### src/rtl/otp_bank_reader.sv
module otp_bank_reader #(
  parameter int NUM_BANKS = 8,
  parameter int WORDS     = 4,
  parameter int DW        = 32,
  parameter int AW        = 8
) (
  input  logic                                  clk,
  input  logic                                  rst_n,
  input  logic                                  bus_sel,
  input  logic                                  bus_we,
  input  logic [AW-1:0]                         bus_addr,
  input  logic [DW-1:0]                         bus_wdata,
  output logic [DW-1:0]                         bus_rdata,
  output logic                                  otp_en,
  output logic [$clog2(NUM_BANKS*WORDS)-1:0]    otp_addr,
  input  logic [DW-1:0]                         otp_rdata
);
  localparam int WIW = $clog2(WORDS);
  localparam int BIW = $clog2(NUM_BANKS);
  localparam int BSH = $clog2(WORDS*DW);
  localparam logic [AW-1:0] CTRL_OFF = AW'(8'h48);
  localparam logic [AW-1:0] STAT_OFF = AW'(8'h4C);
  localparam logic [AW-1:0] ADDR_OFF = AW'(8'h50);
  localparam logic [AW-1:0] DATA_OFF = AW'(8'h20);
  localparam logic [DW-1:0] CTRL_MASK = DW'(32'h0000_FF3B);

  logic [DW-1:0]  ctrl_q, addr_q;
  logic           done_q, busy, oob_q;
  logic [WIW-1:0] word_q;
  logic [7:0]     cnt_q, per_q;
  logic [BIW-1:0] bank_q;
  logic [DW-1:0]  shadow_q [WORDS];
  logic [DW-1:0]  data_q   [WORDS];

  wire wr     = bus_sel && bus_we;
  wire start  = wr && bus_addr == CTRL_OFF && bus_wdata[2] && !busy;
  wire oob_in = (addr_q >> BSH) >= DW'(NUM_BANKS);
  wire tick   = busy && cnt_q == per_q - 8'd1;
  wire finish = tick && word_q == WIW'(WORDS-1);
  wire [DW-1:0] word_val = oob_q ? '0 : otp_rdata;

  assign otp_en   = busy && !oob_q;
  assign otp_addr = {bank_q, word_q};

  always_ff @(posedge clk or negedge rst_n) begin
    if (!rst_n) begin
      ctrl_q <= '0;
      addr_q <= '0;
      done_q <= 1'b0;
      busy   <= 1'b0;
      oob_q  <= 1'b0;
      word_q <= '0;
      cnt_q  <= '0;
      per_q  <= 8'd1;
      bank_q <= '0;
    end else begin
      if (wr && bus_addr == CTRL_OFF) ctrl_q <= bus_wdata & CTRL_MASK;
      if (wr && bus_addr == ADDR_OFF) addr_q <= bus_wdata;
      if (finish) done_q <= 1'b1;
      else if (wr && bus_addr == STAT_OFF && !bus_wdata[4]) done_q <= 1'b0;
      if (start) begin
        busy   <= 1'b1;
        word_q <= '0;
        cnt_q  <= '0;
        per_q  <= (bus_wdata[15:8] == 8'd0) ? 8'd1 : bus_wdata[15:8];
        bank_q <= addr_q[BSH +: BIW];
        oob_q  <= oob_in;
      end else if (busy) begin
        if (tick) begin
          cnt_q  <= '0;
          word_q <= word_q + 1'b1;
          if (finish) busy <= 1'b0;
        end else begin
          cnt_q <= cnt_q + 8'd1;
        end
      end
    end
  end

  always_ff @(posedge clk or negedge rst_n) begin
    if (!rst_n) begin
      for (int w = 0; w < WORDS; w++) begin
        shadow_q[w] <= '0;
        data_q[w]   <= '0;
      end
    end else begin
      for (int w = 0; w < WORDS; w++) begin
        if (tick && word_q == WIW'(w)) shadow_q[w] <= word_val;
        if (finish) data_q[w] <= (w == WORDS-1) ? word_val : shadow_q[w];
      end
    end
  end

  always_comb begin
    bus_rdata = '0;
    if (bus_addr == CTRL_OFF) bus_rdata = ctrl_q;
    if (bus_addr == STAT_OFF) bus_rdata = DW'({done_q, 4'b0000});
    if (bus_addr == ADDR_OFF) bus_rdata = addr_q;
    for (int w = 0; w < WORDS; w++)
      if (bus_addr == DATA_OFF + AW'(4*w)) bus_rdata = data_q[w];
  end
endmodule


### config.mk
export PLATFORM = sky130hd
export DESIGN_NAME = otp_bank_reader
export DESIGN_NICKNAME = d
export VERILOG_FILES = /design/src/rtl/otp_bank_reader.sv
export SDC_FILE = /design/constraint.sdc
export NUM_CORES = 1
export LEC_CHECK = 0
export BUFFER_PORTS_ARGS = -buffer_cell sky130_fd_sc_hd__buf_4
export CAP_MARGIN = 5
export CELL_PAD_IN_SITES_DETAIL_PLACEMENT = 2
export CELL_PAD_IN_SITES_GLOBAL_PLACEMENT = 2
export CORE_AREA = 2 2 184 186
export DETAILED_ROUTE_END_ITERATION = 6
export DIE_AREA = 0 0 186 188
export PLACE_DENSITY_LB_ADDON = 0.1
export SLEW_MARGIN = 20
export SYNTH_ARGS = -nofsm -noshare
export SYNTH_HDL_FRONTEND = slang
export SYNTH_SLANG_ARGS = --single-unit
### constraint.sdc
create_clock -name clk -period 4.27 [get_ports clk]
set_clock_uncertainty 0.1 [all_clocks]
set_input_delay 0.427 -clock clk [delete_from_list [all_inputs] [get_ports clk]]
set_output_delay 0.427 -clock clk [all_outputs]
set_load 0.005 [all_outputs]
==> out/summary.md, run 1 <==
- **share of synthesized flip-flops with an asynchronous set or reset** 100%
- **most used flip-flop cell after synthesis** sky130_fd_sc_hd__dfrtp_1
- **number of clock sinks** 293
- **number of cell rows** 67
- **internal cell power** 4820 uW
- **Inserted Clock Buffers** 34
- **count of buffers from port buffering** 113
- **power per cell area** 399 nW/um^2
- **weighted congestion at the end of routability-driven global placement** 0.775
- **setup violators final** 0
- **sequential-to-total area share from yosys stat** 56.3%
- **post-route fraction of the period consumed by the critical path** 81.9%
- **critical path class** reg2reg
- **# H-tree levels** 2
- **max-slew violations** 0
- **sum of net half-perimeters after detailed placement** 24.6 mm
- **end of the worst register-to-register path** data_q[39]
- **slack of the worst reg-to-reg path** 0.77 ns
- **Via density** 5.36
- **Initial DRC Count** 522
- **unrepaired setup endpoints after global routing** false
- **register share of total power** 46.6%
- **clock insertion delay at the later pin of the skew report** 0.51 ns
- **Post-synth EDFFs** 0
- **maximum count of clock buffers along a single path** 3
- **final core utilization** 47.0%
- **vias in the first global route** 10100
- **worst max-slew margin expressed relative to the limit** 47.3%
- **Setup TNS** 0 ns
- **synthesis-stage register bit count** 293
- **global-route wire length before repair** 59.7 mm
- **hold worst-path end** addr_q[28]
- **startpoint of the lowest-slack register-to-register path** per_q[0]
- **final global-route overflow total** 0
- **hold path startpoint** bus_wdata[28]
- **critical-path maximum fanout** 85
- **die width** 186 um
- **most frequent standard cell in the layout excluding fill and tap cells** sky130_fd_sc_hd__dfrtp_1
- **Mapped Cells** 1091
- **part of the total power dissipated in the clock network** 47.8%
- **synth-to-layout area growth** 19.4%
- **maximum number of pins on one net before global-route repair** 90
- **fill count** 3346
- **count of vias placed by the detailed router** 8924
- **classification of the worst-slack hold path** in2reg
- **leakage power total** 0.00742 uW
- **minimum hold slack** 0.0567 ns
- **required time at the worst-slack endpoint** 4.55 ns
- **area taken by multi-input logic gates** 5290 sq um
- **TritonCTS clock tree** done
- **worst-case vdd ir drop** 0.000216 V
- **synthesized area** 13000 sq um
- **starting utilization of the core area** 39.4%
- **fraction of power spent switching nets** 22.3%
- **min cycle time layout** 3.50 ns
- **share of power burned in combinational logic** 5.6%
- **initial antenna violation count** 1
- **crit start category** flip-flop
- **Yosys warning total** 0
- **distinct cell type count after synthesis** 53
- **nets** 1278
- **IO Count** 114
- **global-route usage over all layers** 22.4%
- **status** finished clean
- **sequential cell area in the final layout** 7330 sq um
- **aggregate routed wire length** 38.2 mm
- **endpoints failing hold** 0
- **DRT antenna net count** 0
- **Net Sw Power** 1380 uW
- **R2R cell count** 10
- **DRC viols** 0
- **CTS clock-pin slew for the worst setup and hold paths** 0.06 ns
- **number of max-capacitance violations reported** 0
- **endpoint arrival time on the critical path** 3.78 ns
- **mean post-synth cell area** 11.9 sq um
- **number of nets in the synthesized netlist** 1173
- **DIE AREA** 35000 sq um
- **worst setup path startpoint** per_q[0]
- **DIE HEIGHT** 188 um
- **top achievable clock speed** 0.286 GHz
- **worst-margin pin slew** 0.783 ns
- **type of destination of the critical path** flip-flop
- **number of instances on the worst hold path** 2
- **fraction of final layout cells sized beyond drive strength 1** 32.3%
- **number of iterations in the first detailed-routing pass** 5
- **post-DR wirelength/cell** 22.9 um
- **PnR Total Power** 6210 uW
- **core region area** 33100 sq um
- **library cell used as clock root buffer** sky130_fd_sc_hd__clkbuf_16
- **commonest cells after routing, fill and taps aside** sky130_fd_sc_hd__dfrtp_1, sky130_fd_sc_hd__mux2_2, sky130_fd_sc_hd__buf_4
[flip-flops by register name, summed over array words and instances (netlist names)]
signal	cells
oob_q	1
word_q	2
ctrl_q	13
bank_q	3
cnt_q	8
done_q	1
busy	1
addr_q	32
per_q	8
data_q	128
shadow_q	96
[Yosys cell counts, types with 3 or more instances]
master	count	area share (%)
sky130_fd_sc_hd__a21oi_1	7	0.27
sky130_fd_sc_hd__a222oi_1	17	1.3
sky130_fd_sc_hd__a22o_1	12	0.81
sky130_fd_sc_hd__a22oi_1	13	0.75
sky130_fd_sc_hd__buf_1	4	0.12
sky130_fd_sc_hd__buf_2	22	0.85
sky130_fd_sc_hd__buf_4	4	0.23
sky130_fd_sc_hd__clkbuf_1	38	1.1
sky130_fd_sc_hd__dfrtp_1	292	56
sky130_fd_sc_hd__ha_1	6	0.58
sky130_fd_sc_hd__inv_1	44	1.3
sky130_fd_sc_hd__mux2_1	25	2.2
sky130_fd_sc_hd__mux2_2	189	16
sky130_fd_sc_hd__mux2i_1	23	1.8
sky130_fd_sc_hd__nand2_1	131	3.8
sky130_fd_sc_hd__nand2b_1	6	0.29
sky130_fd_sc_hd__nand3_1	3	0.12
sky130_fd_sc_hd__nor2_1	14	0.40
sky130_fd_sc_hd__nor2b_1	35	1.7
sky130_fd_sc_hd__nor3_1	9	0.35
sky130_fd_sc_hd__nor4_1	9	0.43
sky130_fd_sc_hd__o21ai_0	120	4.6
sky130_fd_sc_hd__o22ai_1	13	0.62
sky130_fd_sc_hd__xnor2_1	15	1.0
sky130_fd_sc_hd__xor2_1	3	0.20
[repair_timing]
| item | in CTS | in global routing |
|---|---|---|
| resized for setup | 0 | 0 |
| setup buffers | 0 | 0 |
| hold endpoints to repair | 76 | 0 |
| hold buffers | 1 | 0 |
[cells by family after synthesis]
family	Yosys count	synth area share [%]
DFF	293	56.3
muxes	238	20.4
and+or+nand+nor	230	8.79
AOI/OAI and AO/OA	194	9.16
buffers and inverters	112	3.55
xor gates and xnor gates	18	1.21
adders and majority gates	6	0.576
[worst max path at each step]
| stage | end | slack (ns) | cells past startpoint |
|---|---|---|---|
| floorplan | shadow_q[100] | 1.56 | 11 |
| global route | data_q[7] | 0.63 | 10 |
| finish | data_q[39] | 0.77 | 10 |
| CTS | data_q[39] | 0.75 | 10 |
| detailed placement | data_q[39] | 0.76 | 10 |
| global placement | data_q[74] | 0.88 | 10 |
[stage by stage]
step / cell area (sq um) / std cells / setup WS, ns
final: 15600 / 1665 / 0.771
after global routing: 15600 / 1664 / 0.627
after CTS: 15600 / 1664 / 0.747
after detailed placement: 14400 / 1607 / 0.758
after global placement: 14400 / 1607 / 0.879
after floorplan: 13000 / 1091 / 1.56
[routing by layer]
metal,share of wire (%),wire [um],vias up,global-route usage (%)
met5,0,0,-,0
met4,1.7,653,0,5.27
met3,3.4,1300,42,3.53
met2,49,18800,140,38.2
met1,46,17400,4703,30.0
li1,-,-,4039,-
[power by group through the flow]
stage / Clock (uW) / Combinational [uW] / Sequential [uW]
floorplan: 0 / 155 / 2920
global placement: 0 / 344 / 2940
detailed placement: 0 / 354 / 2940
CTS: 3060 / 357 / 2890
global route: 3160 / 384 / 2900
finish: 2960 / 347 / 2890
[area by class of cell]
class | count | share of cell area, %
multi-input combinational | 686 | 34.0
antenna | 1 | 0.0161
clock buffer | 53 | 6.91
clock inverter | 3 | 0.418
timing repair buffer | 137 | 6.91
tap | 448 | 3.60
inverter | 44 | 1.06
sequential | 293 | 47.1
[critical path, stage by stage (launching register included)]
cell and delay (ns):
sky130_fd_sc_hd__dfstp_2 0.59, sky130_fd_sc_hd__inv_1 0.06, sky130_fd_sc_hd__ha_1 0.30, sky130_fd_sc_hd__xor2_1 0.18
sky130_fd_sc_hd__nand3_1 0.12, sky130_fd_sc_hd__nor4_2 0.57, sky130_fd_sc_hd__o211a_1 0.49, sky130_fd_sc_hd__nand2_4 0.10
sky130_fd_sc_hd__buf_12 0.24, sky130_fd_sc_hd__buf_4 0.27, sky130_fd_sc_hd__mux2_2 0.29
(Power assumes the default switching activity.)
==> run 2: changes to the inputs <==
--- a/config.mk
+++ b/config.mk
@@ -5,13 +5,14 @@
 export SDC_FILE = /design/constraint.sdc
 export NUM_CORES = 1
 export LEC_CHECK = 0
+export ABC_AREA = 1
 export BUFFER_PORTS_ARGS = -buffer_cell sky130_fd_sc_hd__buf_4
 export CAP_MARGIN = 5
 export CELL_PAD_IN_SITES_DETAIL_PLACEMENT = 2
 export CELL_PAD_IN_SITES_GLOBAL_PLACEMENT = 2
-export CORE_AREA = 2 2 184 186
+export CORE_AREA = 2 2 200 202
 export DETAILED_ROUTE_END_ITERATION = 6
-export DIE_AREA = 0 0 186 188
+export DIE_AREA = 0 0 202 204
 export PLACE_DENSITY_LB_ADDON = 0.1
 export SLEW_MARGIN = 20
 export SYNTH_ARGS = -nofsm -noshare
==> constraint.sdc (replaced) <==
create_clock -name clk -period 3.25 [get_ports clk]
set_clock_uncertainty 0.1 [all_clocks]
set_input_delay 0.325 -clock clk [delete_from_list [all_inputs] [get_ports clk]]
set_output_delay 0.325 -clock clk [all_outputs]
set_load 0.005 [all_outputs]
==> run 2 against run 1 <==
Die area grew 18%. Cell area is 8.4% higher. Worst setup slack worse by 0.68 ns. Critical path depth grew 2. Critical endpoint is now bus_rdata[19]. Largest cell class unchanged.
==> out/summary.md, run 2 <==
- **status** finished clean
- **library cell with the largest summed area after synthesis** sky130_fd_sc_hd__dfrtp_1
- **commonest cells after routing, fill and taps aside** sky130_fd_sc_hd__nand2_1, sky130_fd_sc_hd__dfrtp_1, sky130_fd_sc_hd__nand4_1
- **crit start category** primary input
- **DIE AREA** 41200 sq um, +18%
- **classification of the worst-slack hold path** in2reg
- **R2R cell count** 12, +2
- **setup slack at placement** 0.0502 ns, -0.708 ns
- **antenna diode count** 0, -1
- **library cell used as clock root buffer** sky130_fd_sc_hd__clkbuf_16
- **number of cell rows** 73, +9.0%
- **aggregate routed wire length** 52.8 mm, +38%
- **sequential-to-total area share from yosys stat** 52.8%, -3.5 points
- **Via density** 5.38, +0.41%
- **DRC viols** 0, unchanged
- **required time at the worst-slack endpoint** 2.82 ns, -1.73 ns
- **synthesized area** 13900 sq um, +6.5%
- **Crit path top cell by count** sky130_fd_sc_hd__buf_4
- **endpoints failing hold** 0, unchanged
- **number of instances on the worst hold path** 3, +1
- **number of clock sinks** 293, unchanged
- **fraction of the mapped netlist area in simple logic gates** 34.9%, +26 points
- **post-route fraction of the period consumed by the critical path** 97.2%
- **fraction of final layout cells sized beyond drive strength 1** 13.3%, -19 points
- **final global-route overflow total** 0, unchanged
- **synthesized-area fraction occupied by adder cells** 0.541%, -0.035 points
- **TritonCTS clock tree** done
- **setup violators final** 0, unchanged
- **global-route usage over all layers** 26.0%, +3.6 points
- **Mapped Cells** 1723, +58%
- **most frequent standard cell in the layout excluding fill and tap cells** sky130_fd_sc_hd__nand2_1
- **maximum count of clock buffers along a single path** 3, unchanged
- **Post-synth EDFFs** 0, unchanged
- **top cells by area, synth** sky130_fd_sc_hd__dfrtp_1, sky130_fd_sc_hd__nand2_1, sky130_fd_sc_hd__nand4_1
- **most flop-heavy register** data_q
- **core region area** 39200 sq um, +18%
- **global-route wire length before repair** 83.2 mm, +39%
- **synthesis-stage register bit count** 293, unchanged
- **die width** 202 um, +8.6%
- **vias in the first global route** 13900, +38%
- **distinct cell type count after synthesis** 33, -38%
- **cell type group with the largest total delay on the critical path** buffers and inverters
- **peak per-stage delay on the critical path** 0.33 ns, -0.26 ns
- **largest family of logic cells by synthesized area** simple AND/OR/NAND/NOR gates
- **synth-to-layout area growth** 21.6%
- **weighted congestion at the end of routability-driven global placement** 0.773, -0.28%
- **Post-synth top cells** sky130_fd_sc_hd__nand2_1, sky130_fd_sc_hd__dfrtp_1, sky130_fd_sc_hd__nand4_1, sky130_fd_sc_hd__inv_1, sky130_fd_sc_hd__nor2_1
- **biggest regs** data_q x128, shadow_q x96, addr_q x32
- **leakage power total** 0.00839 uW, +13%
- **number of max-capacitance violations reported** 0, unchanged
- **most frequently used cell type in the post-synthesis netlist** sky130_fd_sc_hd__nand2_1
- **worst max-slew margin expressed relative to the limit** 49.9%, +2.6 points
- **starting utilization of the core area** 35.4%, -3.9 points
- **Inserted Clock Buffers** 37, +8.8%
- **sum of net half-perimeters after detailed placement** 32.9 mm, +34%
- **DIE HEIGHT** 204 um, +8.5%
- **cell-by-cell listing of the critical path** buf_4 -> nor2_1 -> nand3_1 -> inv_1 -> nand2_1 -> inv_1 -> buf_4 -> nand2_1 -> o21ai_0 -> a21oi_1 -> nand3_1 -> buf_4
- **nets** 1907, +49%
- **final core utilization** 43.1%, -3.9 points
- **Yosys warning total** 0, unchanged
- **power per cell area** 526 nW/um^2, +32%
- **initial antenna violation count** 1, unchanged
- **mean post-synth cell area** 8.06 sq um, -33%
- **max-slew violations** 0, unchanged
- **unrepaired setup endpoints after global routing** false
- **critical path depth** 12, +2
- **worst-margin pin slew** 0.744 ns, -0.0392 ns
- **DRT antenna net count** 0, unchanged
- **multiplexer share of the synthesized area** 1.38%, -19 points
- **clock insertion delay at the later pin of the skew report** 0.53 ns, +0.02 ns
- **Slowest-stage cell, CP** sky130_fd_sc_hd__o21ai_0
- **most used flip-flop cell after synthesis** sky130_fd_sc_hd__dfrtp_1
- **critical path class** in2out
- **type of destination of the critical path** primary output
- **critical-path maximum fanout** 11, -87%
- **maximum number of pins on one net before global-route repair** 131, +46%
- **complex-gate fraction of the synthesized area** 2.79%, -6.4 points
- **IO Count** 114, unchanged
- **share of synthesized flip-flops with an asynchronous set or reset** 100%, unchanged
- **count of buffers from port buffering** 113, unchanged
- **combined buffer and inverter count along the critical path** 5, +2
- **max FFs per register** 128, unchanged
- **# H-tree levels** 2, unchanged
- **number of iterations in the first detailed-routing pass** 4, -1
- **Initial DRC Count** 731, +40%
- **worst-case vdd ir drop** 0.000300 V, +39%
- **Setup TNS** 0 ns, unchanged
- **post-DR wirelength/cell** 22.2 um, -3.0%
- **CTS clock-pin slew for the worst setup and hold paths** 0.06 ns, about the same
- **endpoint arrival time on the critical path** 2.73 ns, -1.05 ns
- **top achievable clock speed** 0.317 GHz
- **Post-Synth XOR/XNOR Area** 0.252%, -0.96 points
- **count of vias placed by the detailed router** 12800, +43%
- **Setup WS post-layout** 0.0914 ns, -0.680 ns
- **area share of the largest cell type after synthesis** 52.6%, -3.4 points
- **number of nets in the synthesized netlist** 1805, +54%
- **min cycle time layout** 3.16 ns
==> run 2: changes by cell type after synthesis, moves of 17 or more <==
cell	before	now
sky130_fd_sc_hd__a222oi_1	17	0
sky130_fd_sc_hd__buf_2	22	63
sky130_fd_sc_hd__inv_1	44	108
sky130_fd_sc_hd__mux2_1	25	0
sky130_fd_sc_hd__mux2_2	189	17
sky130_fd_sc_hd__mux2i_1	23	0
sky130_fd_sc_hd__nand2_1	131	679
sky130_fd_sc_hd__nand3_1	3	54
sky130_fd_sc_hd__nand4_1	1	241
sky130_fd_sc_hd__nor2_1	14	96
sky130_fd_sc_hd__nor2b_1	35	0
sky130_fd_sc_hd__o21ai_0	120	37
==> run 2: cell type report <==
type / count / area, sq um
clock inverter: 10 / 104
fill: 4381 / 22300
sequential: 293 / 7330
tap: 525 / 657
timing repair buffer: 189 / 1670
inverter: 112 / 424
clock buffer: 56 / 1110
multi-input combinational: 1192 / 5580
==> run 2: what timing repair did <==
| action | 4_1_cts | 5_1_grt |
|---|---|---|
| gates resized for setup | 0 | 1 |
| buffers inserted | 0 | 0 |
| endpoints found under the hold margin | 103 | 1 |
| hold buffers | 30 | 1 |
| setup endpoints to repair | 0 | 2 |
==> run 2: worst paths after layout <==
kind	startpoint	to	slack [ns]
worst max register to register	per_q[0]	shadow_q[103]	0.34
worst min register to register	data_q[39]	data_q[39]	0.37
min in group asynchronous	rst_n	cnt_q[5]	0.30
worst max-delay path	bus_addr[7]	bus_rdata[19]	0.09
max in group asynchronous	rst_n	data_q[124]	1.86
worst min-delay path	bus_wdata[11]	addr_q[11]	0.09
==> run 2: power by group <==
part	switching, uW	internal (uW)	total, uW
clock network	1630	2510	4140
logic	670	246	916
registers	81.4	3740	3820
==> run 2: tightest hold or removal path: stages <==
cell and delay [ns]:
sky130_fd_sc_hd__buf_4 0.08, sky130_fd_sc_hd__inv_1 0.09, sky130_fd_sc_hd__o21ai_0 0.17
==> run 2: per-stage QoR <==
step | area [sq um] | hold slack (ns) | instances | power, uW
4_1_cts | 16900 | 0.0126 | 2376 | 8970
2_1_floorplan | 13900 | -0.0706 | 1723 | 4330
3_5_place_dp | 15300 | 0.268 | 2280 | 4770
3_3_place_gp | 15300 | 0.270 | 2280 | 4750
6_report | 16900 | 0.0918 | 2377 | 8880
5_1_grt | 16900 | 0.0823 | 2377 | 9200
==> run 2: layer usage <==
layer	GRT usage [%]	wire length [um]	up-vias
met5	0	0	-
met4	5.93	977	0
met3	3.28	1930	67
met2	41.9	24700	216
met1	37.4	25200	6634
li1	-	-	5876
==> run 2: logic make-up after synthesis <==
logic type | after synthesis
simple gates | 1092
mux | 17
flops | 293
fa+ha+maj | 6
compound gates | 73
buf+inv | 238
xor+xnor | 4
